## src/rtl/gpio_port_pkg.sv

```systemverilog
package gpio_port_pkg;
  typedef enum logic [3:0] {
    ADDR_FEN     = 4'd0,
    ADDR_MUX     = 4'd1,
    ADDR_DATA    = 4'd2,
    ADDR_DATA_S  = 4'd3,
    ADDR_DATA_C  = 4'd4,
    ADDR_DIR     = 4'd5,
    ADDR_DIR_S   = 4'd6,
    ADDR_DIR_C   = 4'd7,
    ADDR_INEN    = 4'd8
  } gpio_addr_e;
  localparam int unsigned ADDR_W = 4;
endpackage

```

## src/rtl/gpio_in_sync.sv

```systemverilog
module gpio_in_sync #(
  parameter int unsigned WIDTH  = 16,
  parameter int unsigned STAGES = 2
) (
  input  logic             clk,
  input  logic             rst_n,
  input  logic [WIDTH-1:0] d_in,
  output logic [WIDTH-1:0] d_out
);
  logic [WIDTH-1:0] stage_q [STAGES];

  for (genvar s = 0; s < STAGES; s++) begin : g_stage
    always_ff @(posedge clk or negedge rst_n) begin
      if (!rst_n) stage_q[s] <= '0;
      else if (s == 0) stage_q[s] <= d_in;
      else stage_q[s] <= stage_q[(s == 0) ? 0 : s-1];
    end
  end

  assign d_out = stage_q[STAGES-1];
endmodule

```

## src/rtl/gpio_regfile.sv

```systemverilog
module gpio_regfile
  import gpio_port_pkg::*;
#(
  parameter int unsigned PINS = 16
) (
  input  logic                clk,
  input  logic                rst_n,
  input  logic                wr,
  input  logic [ADDR_W-1:0]   addr,
  input  logic [2*PINS-1:0]   wdata,
  input  logic [PINS-1:0]     pin_val,
  output logic [2*PINS-1:0]   rdata,
  output logic [PINS-1:0]     fen_q,
  output logic [2*PINS-1:0]   mux_q,
  output logic [PINS-1:0]     data_q,
  output logic [PINS-1:0]     dir_q,
  output logic [PINS-1:0]     inen_q
);
  localparam int unsigned BW = 2*PINS;
  logic [PINS-1:0] wlo;
  assign wlo = wdata[PINS-1:0];

  always_ff @(posedge clk or negedge rst_n) begin
    if (!rst_n) begin
      fen_q  <= '0;
      mux_q  <= '0;
      data_q <= '0;
      dir_q  <= '0;
      inen_q <= '0;
    end else if (wr) begin
      case (addr)
        ADDR_FEN:    fen_q  <= wlo;
        ADDR_MUX:    mux_q  <= wdata;
        ADDR_DATA:   data_q <= wlo;
        ADDR_DATA_S: data_q <= data_q | wlo;
        ADDR_DATA_C: data_q <= data_q & ~wlo;
        ADDR_DIR:    dir_q  <= wlo;
        ADDR_DIR_S:  dir_q  <= dir_q | wlo;
        ADDR_DIR_C:  dir_q  <= dir_q & ~wlo;
        ADDR_INEN:   inen_q <= wlo;
        default: ;
      endcase
    end
  end

  always_comb begin
    rdata = '0;
    case (addr)
      ADDR_FEN:                          rdata = BW'(fen_q);
      ADDR_MUX:                          rdata = mux_q;
      ADDR_DATA, ADDR_DATA_S, ADDR_DATA_C: rdata = BW'(pin_val);
      ADDR_DIR, ADDR_DIR_S, ADDR_DIR_C:  rdata = BW'(dir_q);
      ADDR_INEN:                         rdata = BW'(inen_q);
      default:                           rdata = '0;
    endcase
  end
endmodule

```

## src/rtl/gpio_pad_ctrl.sv

```systemverilog
module gpio_pad_ctrl #(
  parameter int unsigned PINS = 16
) (
  input  logic [PINS-1:0] fen,
  input  logic [PINS-1:0] data,
  input  logic [PINS-1:0] dir,
  input  logic [PINS-1:0] inen,
  input  logic [PINS-1:0] sync_in,
  input  logic [PINS-1:0] periph_out,
  input  logic [PINS-1:0] periph_oe,
  output logic [PINS-1:0] pad_out,
  output logic [PINS-1:0] pad_oe,
  output logic [PINS-1:0] pin_val,
  output logic [PINS-1:0] irq_out
);
  for (genvar i = 0; i < PINS; i++) begin : g_pin
    always_comb begin
      pad_out[i] = fen[i] ? periph_out[i] : data[i];
      pad_oe[i]  = fen[i] ? periph_oe[i]  : dir[i];
      pin_val[i] = inen[i] ? sync_in[i] : data[i];
      irq_out[i] = inen[i] & sync_in[i];
    end
  end
endmodule

```

## src/rtl/gpio_port_mux.sv

```systemverilog
module gpio_port_mux
  import gpio_port_pkg::*;
#(
  parameter int unsigned PINS        = 16,
  parameter int unsigned SYNC_STAGES = 2
) (
  input  logic                clk,
  input  logic                rst_n,
  input  logic                reg_wr,
  input  logic [ADDR_W-1:0]   reg_addr,
  input  logic [2*PINS-1:0]   reg_wdata,
  output logic [2*PINS-1:0]   reg_rdata,
  input  logic [PINS-1:0]     pad_in,
  output logic [PINS-1:0]     pad_out,
  output logic [PINS-1:0]     pad_oe,
  input  logic [PINS-1:0]     periph_out,
  input  logic [PINS-1:0]     periph_oe,
  output logic [PINS-1:0]     func_en,
  output logic [2*PINS-1:0]   func_sel,
  output logic [PINS-1:0]     pin_irq_in
);
  logic [PINS-1:0]   fen_q, data_q, dir_q, inen_q, sync_q, pin_val;
  logic [2*PINS-1:0] mux_q;

  gpio_in_sync #(.WIDTH(PINS), .STAGES(SYNC_STAGES)) u_sync (
    .clk(clk), .rst_n(rst_n), .d_in(pad_in), .d_out(sync_q)
  );

  gpio_regfile #(.PINS(PINS)) u_regs (
    .clk(clk), .rst_n(rst_n), .wr(reg_wr), .addr(reg_addr),
    .wdata(reg_wdata), .pin_val(pin_val), .rdata(reg_rdata),
    .fen_q(fen_q), .mux_q(mux_q), .data_q(data_q), .dir_q(dir_q),
    .inen_q(inen_q)
  );

  gpio_pad_ctrl #(.PINS(PINS)) u_pads (
    .fen(fen_q), .data(data_q), .dir(dir_q), .inen(inen_q),
    .sync_in(sync_q), .periph_out(periph_out), .periph_oe(periph_oe),
    .pad_out(pad_out), .pad_oe(pad_oe), .pin_val(pin_val),
    .irq_out(pin_irq_in)
  );

  assign func_en  = fen_q;
  assign func_sel = mux_q;
endmodule

```

## config.mk

```make
export PLATFORM = sky130hd
export DESIGN_NAME = gpio_port_mux
export DESIGN_NICKNAME = d
export VERILOG_FILES = /design/src/rtl/gpio_port_pkg.sv /design/src/rtl/gpio_in_sync.sv /design/src/rtl/gpio_regfile.sv /design/src/rtl/gpio_pad_ctrl.sv /design/src/rtl/gpio_port_mux.sv
export SDC_FILE = /design/constraint.sdc
export NUM_CORES = 1
export LEC_CHECK = 0
export BUFFER_PORTS_ARGS = -buffer_cell sky130_fd_sc_hd__buf_2
export CAP_MARGIN = 20
export CORE_UTILIZATION = 52
export CTS_BUF_LIST = sky130_fd_sc_hd__clkbuf_8
export CTS_CLUSTER_DIAMETER = 50
export DETAILED_ROUTE_END_ITERATION = 10
export MAX_ROUTING_LAYER = met4
export PLACE_DENSITY = 0.83
export SYNTH_ARGS = -nofsm -noshare
export SYNTH_HDL_FRONTEND = slang
export SYNTH_SLANG_ARGS = --single-unit
```

## constraint.sdc

```tcl
create_clock -name clk -period 2.1 [get_ports clk]
set_input_delay 0.315 -clock clk [delete_from_list [all_inputs] [get_ports clk]]
set_output_delay 0.315 -clock clk [all_outputs]
set_load 0.01 [all_outputs]
```

==> flow_summary.toml <==
[global_route]
grt_max_degree = 83
grt_usage = 0.309
first_global_vias = 5344
grt_overflow = 0
grt_pass1_wl_um = 28600
antenna_found_initial = 0

[clock_tree]
clock_path_buffers = 2
htreeDepth = 4
cts_root_buf = "clkbuf_8"
cts.reportedPaths.clkPinSlew_ps = 70
tritoncts = "yes"
postCtsSetupBuffers = 0
cts_num_sinks = 128
cts_buffers = 17
clkLatencyLatePin_ps = 450

[setup_path]
critical_path_required_ps = 1780
crit_path_cell_trace = "buf_2, buf_4, nor2b_2, buf_4, nand3_1, o211ai_1, buf_2"
path_depth = 7
r2r_cells = 2
crit_type = "in2out"
crit_path_end_kind = "output pin"
cp-startpoint = "reg_addr[3]"
crit_path_start_kind = "input port"
crit_arrival_ps = 1730
slowest_delay_ps = 300
critPathMaxFanout = 12
worst-path-buf-inv = 4
crit_family = "buffers and inverters"
slowest_stage = "nor2b_2"
rr_startpoint = "u_regs.data_q[10]"

[synthesis]
ys.flop_type = "dfrtp_1"
netlist_instances = 485
synth.distinct_cells = 33
async_flop_share = 1.00
synth_top_cell_area_share = 0.524
synth.area.top_cells = "dfrtp_1 52%, mux2_2 19%, o211ai_1 3.9%"
synth_area_um2 = 6120
synth-seq-cells = 128
synth.largest_area_cell = "dfrtp_1"
syn_nets = 572
synth.avg_cell_area_um2 = 12.6
ys_seq_area_frac = 0.524
synth_warnings = 0
synth-edff-count = 0

[drt]
drc_errors = 0
drtIter0Drc = 337
post_drt_via_cell_ratio = 5.82
route.vias.total = 5158
antenna_left = 0
drt-pass1-iter-count = 5
wirelength_um = 17700
wl_per_cell_um = 20.0

[sta]
setup_tns_ps = 0
timing.fmax_ghz = 0.488
fin_skew_ps = 4.61
slew_headroom = 0.451
period_needed_ps = 2050
finalCritPeriodShare = 0.975
hold_viol_final = 0
setup_viol = 0
worst_pin_slew_ps = 823
setup_slack_ps = 51.5
rsz0062_at_grt = "no"
slew_viol_final = 0

[final_layout]
regArea_um2 = 3200
finalInstanceArea_um2 = 8200
fillers = 787
fin_nets = 818
multiInputGateArea_um2 = 2740
drive_gt1_frac = 0.534
area_growth_pct = 34.1
antenna_cells = 0

[placed_design]
post_dp_cell_area_um2 = 7510
hpwl_um = 12000
dp_slack_ps = -158
portBuffers = 214
gp_congestion = 0.815

[worst_hold_path]
min-delay-start = "reg_wdata[30]"
hp-class = "in2reg"
worstHoldPathCells = 2

[die]
coreArea_um2 = 11400
io_pins = 215
die_x_um = 110
dieArea_um2 = 12200
std_cell_rows = 39
dieHeight_um = 110
start_util = 0.536

[pwr]
power_leakage_uw = 0.00423
p_per_area_nw_per_um2 = 991
peakVddDrop_mv = 0.655

[flow_run]
cap_violations = 0

[outcome]
outcome = "finished, final reports clean"
Yosys cell counts (2+ instances only):
cell type,n
mux2_4,10
and3b_1,2
nor2b_1,3
a21oi_1,16
a221o_1,16
buf_2,5
nor2_1,17
nand2_1,2
a22o_1,16
and2_1,33
inv_1,16
buf_1,3
o211a_1,16
clkbuf_1,22
nand3_1,16
buf_6,2
mux2_2,102
o211ai_1,32
dfrtp_1,128
a22oi_1,15
power by group:
part	switching, uW	leakage (uW)	internal (uW)	total, uW
logic	921	0.00242	1120	2040
clock network	1010	0.000249	1680	2690
registers	472	0.00156	2930	3400
total	2400	0.00423	5730	8130
area by class of cell:
| type | instances | share of cell area |
|---|---|---|
| flip-flops and latches | 128 | 0.391 |
| multi-input cells | 308 | 0.334 |
| repair buffers | 260 | 0.184 |
| clock inverters | 14 | 0.0319 |
| clock buffers | 18 | 0.0302 |
| well taps | 143 | 0.0218 |
| inverters | 16 | 0.00732 |
worst paths after layout:
check                                     to  slack (ps)
max                            reg_rdata[13]          50
min reg2reg                 u_sync.d_out[11]         350
max reg2reg                u_regs.data_q[10]        1140
max in group asynchronous   u_regs.inen_q[1]        1030
min in group asynchronous    u_regs.mux_q[6]         310
min                         u_regs.mux_q[30]          90
routing by layer:
metal | track usage | share of wire | up-vias
met5 | - | 0 | -
met3 | 0.0735 | 0.063 | 34
met4 | 0.121 | 0.021 | 0
li1 | - | - | 2297
met2 | 0.490 | 0.50 | 243
met1 | 0.384 | 0.42 | 2584
timing repair:
| item | 4_1_cts | 5_1_grt |
|---|---|---|
| endpoints found under the setup margin | 16 | 1 |
| hold buffers | 17 | 0 |
| resized for setup | 1 | 2 |
| endpoints found under the hold margin | 39 | 0 |
stage by stage:
step                      hold slack, ps  cells   util  power, uW
after detailed placement             251    838  0.658       5440
after CTS                           79.9    887  0.718       8150
after global routing                76.3    887  0.718       8480
final                               94.8    887  0.718       8130
after global placement               246    838  0.658       5340
after floorplan                     19.4    485      -       4510
flip-flops by register name (all words and copies together) (netlist names):
register / count
u_regs.mux_q: 32
u_regs.data_q: 16
u_regs.dir_q: 16
u_regs.fen_q: 16
u_regs.inen_q: 16
u_sync.d_out: 16
u_sync.stage_q: 16
logic make-up after synthesis:
family | after synthesis | synth area share
flip-flops | 128 | 0.524
AO/OA/AOI/OAI | 114 | 0.150
multiplexers | 112 | 0.212
AND/OR/NAND/NOR | 81 | 0.0773
buffers and inverters | 49 | 0.0354
XOR/XNOR | 1 | 0.00143
cells in the final DEF (no fill, tap or decap), types with 10 or more instances in the layout:
cell           instances
a22oi_1               14
mux2_2               102
clkbuf_8              18
a21oi_1               16
buf_2                213
o211ai_1              32
dfrtp_1              127
buf_4                 26
dlygate4sd3_1         17
nor2_1                17
mux2_4                10
nand3_1               15
a221o_1               16
inv_1                 16
and2_1                33
o211a_1               16
a22o_1                16
worst reg2reg max path, stage by stage, from the launching register on:
cell and delay (ps):
dfrtp_1 440, o211a_1 140, a221o_1 270
(Power assumes the default switching activity.)
